File: src/rtl/vit_pkg.sv
package vit_pkg;

    typedef enum logic [2:0] {
        PH_IDLE,
        PH_RECV,
        PH_ACS,
        PH_TRACE,
        PH_EMIT
    } phase_e;

    // Coded pair for one transition: [1] = taps 111, [0] = taps 101.
    // prev[1] is the newer stored input, prev[0] the older one.
    function automatic logic [1:0] sym_of(input logic [1:0] prev, input logic u);
        return {u ^ prev[1] ^ prev[0], u ^ prev[0]};
    endfunction

endpackage

File: src/rtl/vit_acs.sv
module vit_acs
    import vit_pkg::*;
#(
    parameter int MW = 8
) (
    input  logic [3:0][MW-1:0] pm_in,
    input  logic [1:0]         sym,
    output logic [3:0][MW-1:0] pm_out,
    output logic [3:0]         dec
);
    logic [3:0][MW-1:0] raw;
    logic [MW-1:0]      lo01, lo23, lo;

    for (genvar ns = 0; ns < 4; ns++) begin : g_state
        localparam int P0 = (ns % 2) * 2;
        localparam int P1 = P0 + 1;
        localparam logic U = 1'(ns / 2);
        logic [1:0]    miss0, miss1;
        logic [MW:0]   sum0, sum1;
        logic [MW-1:0] c0, c1;

        always_comb begin
            miss0 = sym_of(2'(P0), U) ^ sym;
            miss1 = sym_of(2'(P1), U) ^ sym;
            sum0  = {1'b0, pm_in[P0]} + (MW+1)'(miss0[0]) + (MW+1)'(miss0[1]);
            sum1  = {1'b0, pm_in[P1]} + (MW+1)'(miss1[0]) + (MW+1)'(miss1[1]);
            c0    = sum0[MW] ? '1 : sum0[MW-1:0];
            c1    = sum1[MW] ? '1 : sum1[MW-1:0];
            dec[ns] = (c1 < c0);
            raw[ns] = (c1 < c0) ? c1 : c0;
        end
    end

    always_comb begin
        lo01 = (raw[1] < raw[0]) ? raw[1] : raw[0];
        lo23 = (raw[3] < raw[2]) ? raw[3] : raw[2];
        lo   = (lo23 < lo01) ? lo23 : lo01;
        for (int s = 0; s < 4; s++) pm_out[s] = raw[s] - lo;
    end

endmodule

File: src/rtl/vit_deint.sv
module vit_deint #(
    parameter int NLONG  = 256,
    parameter int STRIDE = 31
) (
    input  logic                         clk,
    input  logic                         rst_n,
    input  logic                         restart,
    input  logic                         wr_en,
    input  logic                         wr_bit,
    input  logic [$clog2(2*(NLONG+2))-1:0] len,
    input  logic [$clog2(NLONG+2)-1:0]   rd_step,
    output logic [1:0]                   rd_sym
);
    localparam int LMAX = 2 * (NLONG + 2);
    localparam int AW   = $clog2(LMAX);

    logic [LMAX-1:0] store_q;
    logic [AW-1:0]   addr_q, addr_d, wa;
    logic [AW:0]     nxt;
    logic [AW-1:0]   ra;

    always_comb begin
        wa     = restart ? '0 : addr_q;
        nxt    = {1'b0, wa} + (AW+1)'(STRIDE);
        if (nxt >= {1'b0, len}) nxt = nxt - {1'b0, len};
        addr_d = wr_en ? nxt[AW-1:0] : addr_q;
        ra     = AW'({rd_step, 1'b0});
        rd_sym = {store_q[ra], store_q[ra + AW'(1)]};
    end

    always_ff @(posedge clk or negedge rst_n) begin
        if (!rst_n) addr_q <= '0;
        else        addr_q <= addr_d;
    end

    always_ff @(posedge clk) begin
        if (wr_en) store_q[wa] <= wr_bit;
    end

endmodule

File: src/rtl/vit_decoder.sv
module vit_decoder
    import vit_pkg::*;
#(
    parameter int NSHORT = 128,
    parameter int NLONG  = 256,
    parameter int STRIDE = 31,
    parameter int MW     = 8
) (
    input  logic       clk,
    input  logic       rst_n,
    input  logic       start,
    input  logic       in_valid,
    input  logic       in_bit,
    input  logic       mode_long,
    output logic       out_valid,
    output logic       out_bit,
    output logic       out_last,
    output logic [$clog2(2*(NLONG+2)+1)-1:0] corr_count
);
    localparam int LMAX  = 2 * (NLONG + 2);
    localparam int STEPS = NLONG + 2;
    localparam int AW    = $clog2(LMAX);
    localparam int SW    = $clog2(STEPS);
    localparam int DW    = $clog2(NLONG);
    localparam int CW    = $clog2(LMAX + 1);

    typedef struct packed {
        phase_e             ph;
        logic               lng;
        logic [AW-1:0]      cnt;
        logic [SW-1:0]      step;
        logic [3:0][MW-1:0] pm;
        logic [1:0]         st;
        logic [CW-1:0]      corr;
        logic [DW-1:0]      oidx;
        logic               ov;
        logic               ob;
        logic               ol;
    } regs_t;

    regs_t r_q, r_d;

    logic [3:0]         dec_mem [STEPS];
    logic [NLONG-1:0]   data_mem;
    logic [3:0][MW-1:0] pm_new;
    logic [3:0]         dec_new;
    logic [1:0]         rd_sym, prev, miss;
    logic               wr_en, restart, dec_we, data_we;
    logic [AW-1:0]      pkt_len;
    logic [SW-1:0]      last_step;
    logic [DW-1:0]      last_idx;
    logic               acs_phase;
    logic [3:0][MW-1:0] pm_now;

    assign pkt_len   = r_q.lng ? AW'(2*(NLONG+2)) : AW'(2*(NSHORT+2));
    assign last_step = r_q.lng ? SW'(NLONG+1) : SW'(NSHORT+1);
    assign last_idx  = r_q.lng ? DW'(NLONG-1) : DW'(NSHORT-1);
    assign restart   = (r_q.ph == PH_IDLE);

    vit_deint #(.NLONG(NLONG), .STRIDE(STRIDE)) u_deint (
        .clk     (clk),
        .rst_n   (rst_n),
        .restart (restart),
        .wr_en   (wr_en),
        .wr_bit  (in_bit),
        .len     (restart ? (mode_long ? AW'(2*(NLONG+2)) : AW'(2*(NSHORT+2))) : pkt_len),
        .rd_step (r_q.step),
        .rd_sym  (rd_sym)
    );

    vit_acs #(.MW(MW)) u_acs (
        .pm_in  (r_q.pm),
        .sym    (rd_sym),
        .pm_out (pm_new),
        .dec    (dec_new)
    );

    always_comb begin
        r_d     = r_q;
        r_d.ov  = 1'b0;
        r_d.ol  = 1'b0;
        wr_en   = 1'b0;
        dec_we  = 1'b0;
        data_we = 1'b0;
        prev    = {r_q.st[0], dec_mem[r_q.step][r_q.st]};
        miss    = sym_of(prev, r_q.st[1]) ^ rd_sym;
        case (r_q.ph)
            PH_IDLE: if (in_valid && start) begin
                wr_en     = 1'b1;
                r_d.cnt   = AW'(1);
                r_d.lng   = mode_long;
                r_d.ph    = PH_RECV;
            end
            PH_RECV: if (in_valid) begin
                wr_en   = 1'b1;
                r_d.cnt = r_q.cnt + AW'(1);
                if (r_q.cnt == pkt_len - AW'(1)) begin
                    r_d.ph   = PH_ACS;
                    r_d.step = '0;
                    r_d.pm   = '1;
                    r_d.pm[0] = '0;
                end
            end
            PH_ACS: begin
                dec_we = 1'b1;
                r_d.pm = pm_new;
                if (r_q.step == last_step) begin
                    r_d.ph   = PH_TRACE;
                    r_d.st   = 2'b00;
                    r_d.corr = '0;
                end else begin
                    r_d.step = r_q.step + SW'(1);
                end
            end
            PH_TRACE: begin
                r_d.corr = r_q.corr + CW'(miss[0]) + CW'(miss[1]);
                data_we  = (r_q.step < last_step - SW'(1));
                r_d.st   = prev;
                if (r_q.step == '0) begin
                    r_d.ph   = PH_EMIT;
                    r_d.oidx = '0;
                end else begin
                    r_d.step = r_q.step - SW'(1);
                end
            end
            PH_EMIT: begin
                r_d.ov = 1'b1;
                r_d.ob = data_mem[r_q.oidx];
                r_d.ol = (r_q.oidx == last_idx);
                if (r_q.oidx == last_idx) r_d.ph = PH_IDLE;
                else                      r_d.oidx = r_q.oidx + DW'(1);
            end
            default: r_d.ph = PH_IDLE;
        endcase
    end

    always_ff @(posedge clk or negedge rst_n) begin
        if (!rst_n) begin
            r_q    <= '0;
            r_q.ph <= PH_IDLE;
        end else begin
            r_q <= r_d;
        end
    end

    always_ff @(posedge clk) begin
        if (dec_we)  dec_mem[r_q.step] <= dec_new;
        if (data_we) data_mem[r_q.step[DW-1:0]] <= r_q.st[1];
    end

    assign acs_phase  = (r_q.ph == PH_ACS);
    assign pm_now     = r_q.pm;
    assign out_valid  = r_q.ov;
    assign out_bit    = r_q.ob;
    assign out_last   = r_q.ol;
    assign corr_count = r_q.corr;

endmodule

File: config.mk
export PLATFORM = sky130hd
export DESIGN_NAME = vit_decoder
export DESIGN_NICKNAME = d
export VERILOG_FILES = /design/src/rtl/vit_pkg.sv /design/src/rtl/vit_acs.sv /design/src/rtl/vit_deint.sv /design/src/rtl/vit_decoder.sv
export SDC_FILE = /design/constraint.sdc
export NUM_CORES = 2
export LEC_CHECK = 0
export CORE_MARGIN = 5
export CORE_UTILIZATION = 35
export DETAILED_ROUTE_END_ITERATION = 16
export PLACE_DENSITY = 0.48
export SLEW_MARGIN = 20
export SYNTH_ARGS = -nofsm -noshare
export SYNTH_HDL_FRONTEND = slang
export SYNTH_SLANG_ARGS = --single-unit
File: constraint.sdc
create_clock -name clk -period 21.8 [get_ports clk]
set_clock_uncertainty 0.15 [all_clocks]
set_input_delay 4.36 -clock clk [delete_from_list [all_inputs] [get_ports clk]]
set_output_delay 4.36 -clock clk [all_outputs]
set_load 0.1 [all_outputs]
==> run_results.csv <==
group,metric,value,unit
clock_network,clkSlewWorstSetupHoldPaths,60,ps
synthesis,synth_xor_area_frac,0.009124,
global_routing,maximum_number_of_pins_on_one_net_before_global_route_repair,175,
place,numPlacedInstances,8262,
die,initial_core_util,0.3514,
sta,report.final.slew_viol_count,0,
run_status,status,"finished clean",
synthesis,synth_top_flop_cell,"sky130_fd_sc_hd__edfxtp_1",
layout,flow.area_growth_from_synthesis,12.37,%
setup_path,cp_max_fo,62,
setup_path,timing.critical_path.to_type,"register",
setup_path,worst_setup_path_start_kind,"register",
global_routing,grt_overflow,0,
setup_path,timing.critical_path.slowest_stage_cell,"sky130_fd_sc_hd__buf_4",
synthesis,synth_enable_flop_cells,1804,
job,drv.max_cap_violation_count,0,
synthesis,yosys_warnings,0,
place,routabilityCongestion,0.8401,
drt,wl_per_cell,26.30,microns
synthesis,async_flop_share,0.04651,
drt,initial_detailed_routing_violation_count,4586,
synthesis,fraction_of_the_mapped_netlist_area_in_compound_gates,0.03513,
synthesis,yosys_register_bits,1892,
setup_path,crit_arrival,16090,ps
setup_path,required,22340,ps
die,core,0.2376,sq mm
drt,routed_wirelength,227200,microns
setup_path,crit_path_category,"reg2reg",
sta,layout_worst_path_cycle_share,0.7133,
place,portBuffers,18,
synthesis,synth_top_cell_area_share,0.6487,
clock_network,cts_max_path_buffers,3,
sta,hold_violations,0,
worst_hold_path,min-delay-path-class,"reg2reg",
synthesis,leading_cell_types_by_total_area_after_synthesis,"sky130_fd_sc_hd__edfxtp_1 (65%), sky130_fd_sc_hd__mux4_2 (14%), sky130_fd_sc_hd__nor2_1 (5.2%), sky130_fd_sc_hd__dfrtp_1 (2.6%), sky130_fd_sc_hd__ha_1 (1.3%)",
die,top_level_ports,19,
clock_network,ctsRootBufferMaster,"sky130_fd_sc_hd__clkbuf_16",
global_routing,grt_pass1_vias,47610,
die,die_h,498.5,microns
clock_network,cts_htree_levels,4,
clock_network,total_cts_buffers,199,
global_routing,wire_length_of_the_first_global_routing_pass,333100,microns
clock_network,postCtsHoldBufs,0,
layout,stdcell_count,8639,
global_routing,gr-usage-all-layers,0.1804,
global_routing,grt_antenna_before_repair,9,
sta,actual_transition_at_the_worst_max_transition_pin,1159,ps
power,leakage_dissipation,0.02905,uW
die,placementRows,179,
setup_path,critical_path.max_stage_delay,810,ps
layout,layout.cells.most_common,"sky130_fd_sc_hd__edfxtp_1",
synthesis,synth_adder_area_share,0.01724,
sta,maxClockFrequency,64.31,MHz
place,detailedPlacementHpwl,131800,microns
clock_network,tritoncts,"done",
clock_network,cts_resized,0,
die,die-width,498.5,microns
synthesis,post_synth_and_or_nand_nor_area_fraction,0.08573,
synthesis,syn_inst,5346,
sta,maxSlewHeadroom,0.2272,
drt,detail_route.vias_per_cell,5.402,
sta,fin_hold_ws,333.1,ps
layout,final_core_utilization,0.3949,
synthesis,yosys.cell_types.count,90,
power,vdd.ir_drop.worst,424.0,uV
synthesis,post_synth_mux_area_share,0.1558,
synthesis,syn-mean-instance-area,15.62,sq um
synthesis,synth_seq_area_share,0.6751,
layout,mostFrequentLayoutCells,"sky130_fd_sc_hd__edfxtp_1 (1804), sky130_fd_sc_hd__nor2_1 (1149), sky130_fd_sc_hd__mux4_2 (529)",
power,power.density,167.7,mW/mm^2
synthesis,post-synth-top-area-cell,"sky130_fd_sc_hd__edfxtp_1",
drt,via_count,46670,
die,design.die.area,0.2485,sq mm
drt,detail_route.drc_violations,0,
synthesis,largest_family_of_logic_cells_by_synthesized_area,"multiplexers",
clock_network,cts.sinks,1892,
drt,dr.pass1.iters,5,
sta,min_period,15550,ps
synthesis,syn-cell-area,0.08351,sq mm
layout,drive_gt1_frac,0.1881,
sta,unrepaired_setup_endpoints_after_global_routing,"no",
sta,final-setup-viol-count,0,
clock_network,number_of_post_cts_setup_repair_buffers,0,
drt,antenna_violating_nets_post_route,0,
sta,sum_of_negative_setup_slack,0,ps
synthesis,synth.net_count,5447,
layout,nets,5400,
clock_network,clock_latency,860,ps
## registers in the layout, summed over array words and instances (netlist names)
signal and flops:
u_deint.addr_q 10, pm_now 32, prev 1, out_valid 1
out_last 1, r_q 32, corr_count 10, out_bit 1
u_deint.store_q 516, dec_mem 1032, data_mem 256
## power by group
group	leakage [uW]	internal, uW	switching (uW)	total (uW)
sequential	0.0180	5340	76.6	5420
combinational	0.00791	2240	4670	6900
clock	0.00319	1950	1470	3410
total	0.0291	9520	6210	15700
## synthesized netlist by cell type (all sizes together), types with 84 or more instances
cell type,count
a21oi,131
inv,84
nand3,109
nand2,219
nor2,1154
o21ai,110
edfxtp,1804
clkbuf,260
ha,85
dfrtp,88
buf,115
mux4,529
## per-stage QoR
step                power (uW)  instance area [sq um]  setup WS [ps]
floorplan                10360                  83510           4904
finish                   15730                  93840           6250
global placement         12340                  87160           6308
global route             16670                  93840           5067
detailed placement       12410                  87170           5967
CTS                      15850                  93740           5963
## layout make-up
type	instances	area, sq um
Antenna cell	1	2.502
Clock buffer	243	5207
Clock inverter	130	1363
Fill cell	21880	143800
Inverter	87	349.1
Multi-Input combinational cell	2992	25420
Sequential cell	1892	56400
Tap cell	3167	3963
Timing Repair Buffer	127	1140
## path summary, 6_finish.rpt
path	from	endpoint	slack [ps]	cells past startpoint
setup / recovery	r_q[55]	pm_now[29]	6250	47
max in group asynchronous	rst_n	r_q[58]	16700	2
min in group asynchronous	rst_n	pm_now[13]	3350	1
setup reg to reg	r_q[55]	pm_now[29]	6250	47
hold reg to reg	corr_count[9]	corr_count[9]	330	1
hold / removal	corr_count[9]	corr_count[9]	330	1
## critical path, delay by kind of cell, from the launching register on
kind | cells | cell delay, ps
compound gates | 17 | 4760
mux | 7 | 3410
fa+ha+maj | 9 | 2710
buf+inv | 7 | 2400
simple gates | 6 | 860
flops | 1 | 710
xor+xnor | 1 | 160
## logic make-up after synthesis
kind of cell / after synthesis
flip-flops: 1892
AND/OR/NAND/NOR: 1709
multiplexers: 634
buffers and inverters: 462
AO/OA/AOI/OAI: 450
adder cells (fa/ha/maj): 112
XOR/XNOR: 87
## metal layers
layer / vias up / GRT usage / part of all wire
li1: 20470 / - / -
met1: 24550 / 0.2492 / 0.43
met2: 1329 / 0.2959 / 0.49
met3: 327 / 0.02876 / 0.055
met4: 0 / 0.05345 / 0.028
met5: - / 0 / 0
Note: power is estimated with default switching activity, not from simulation.
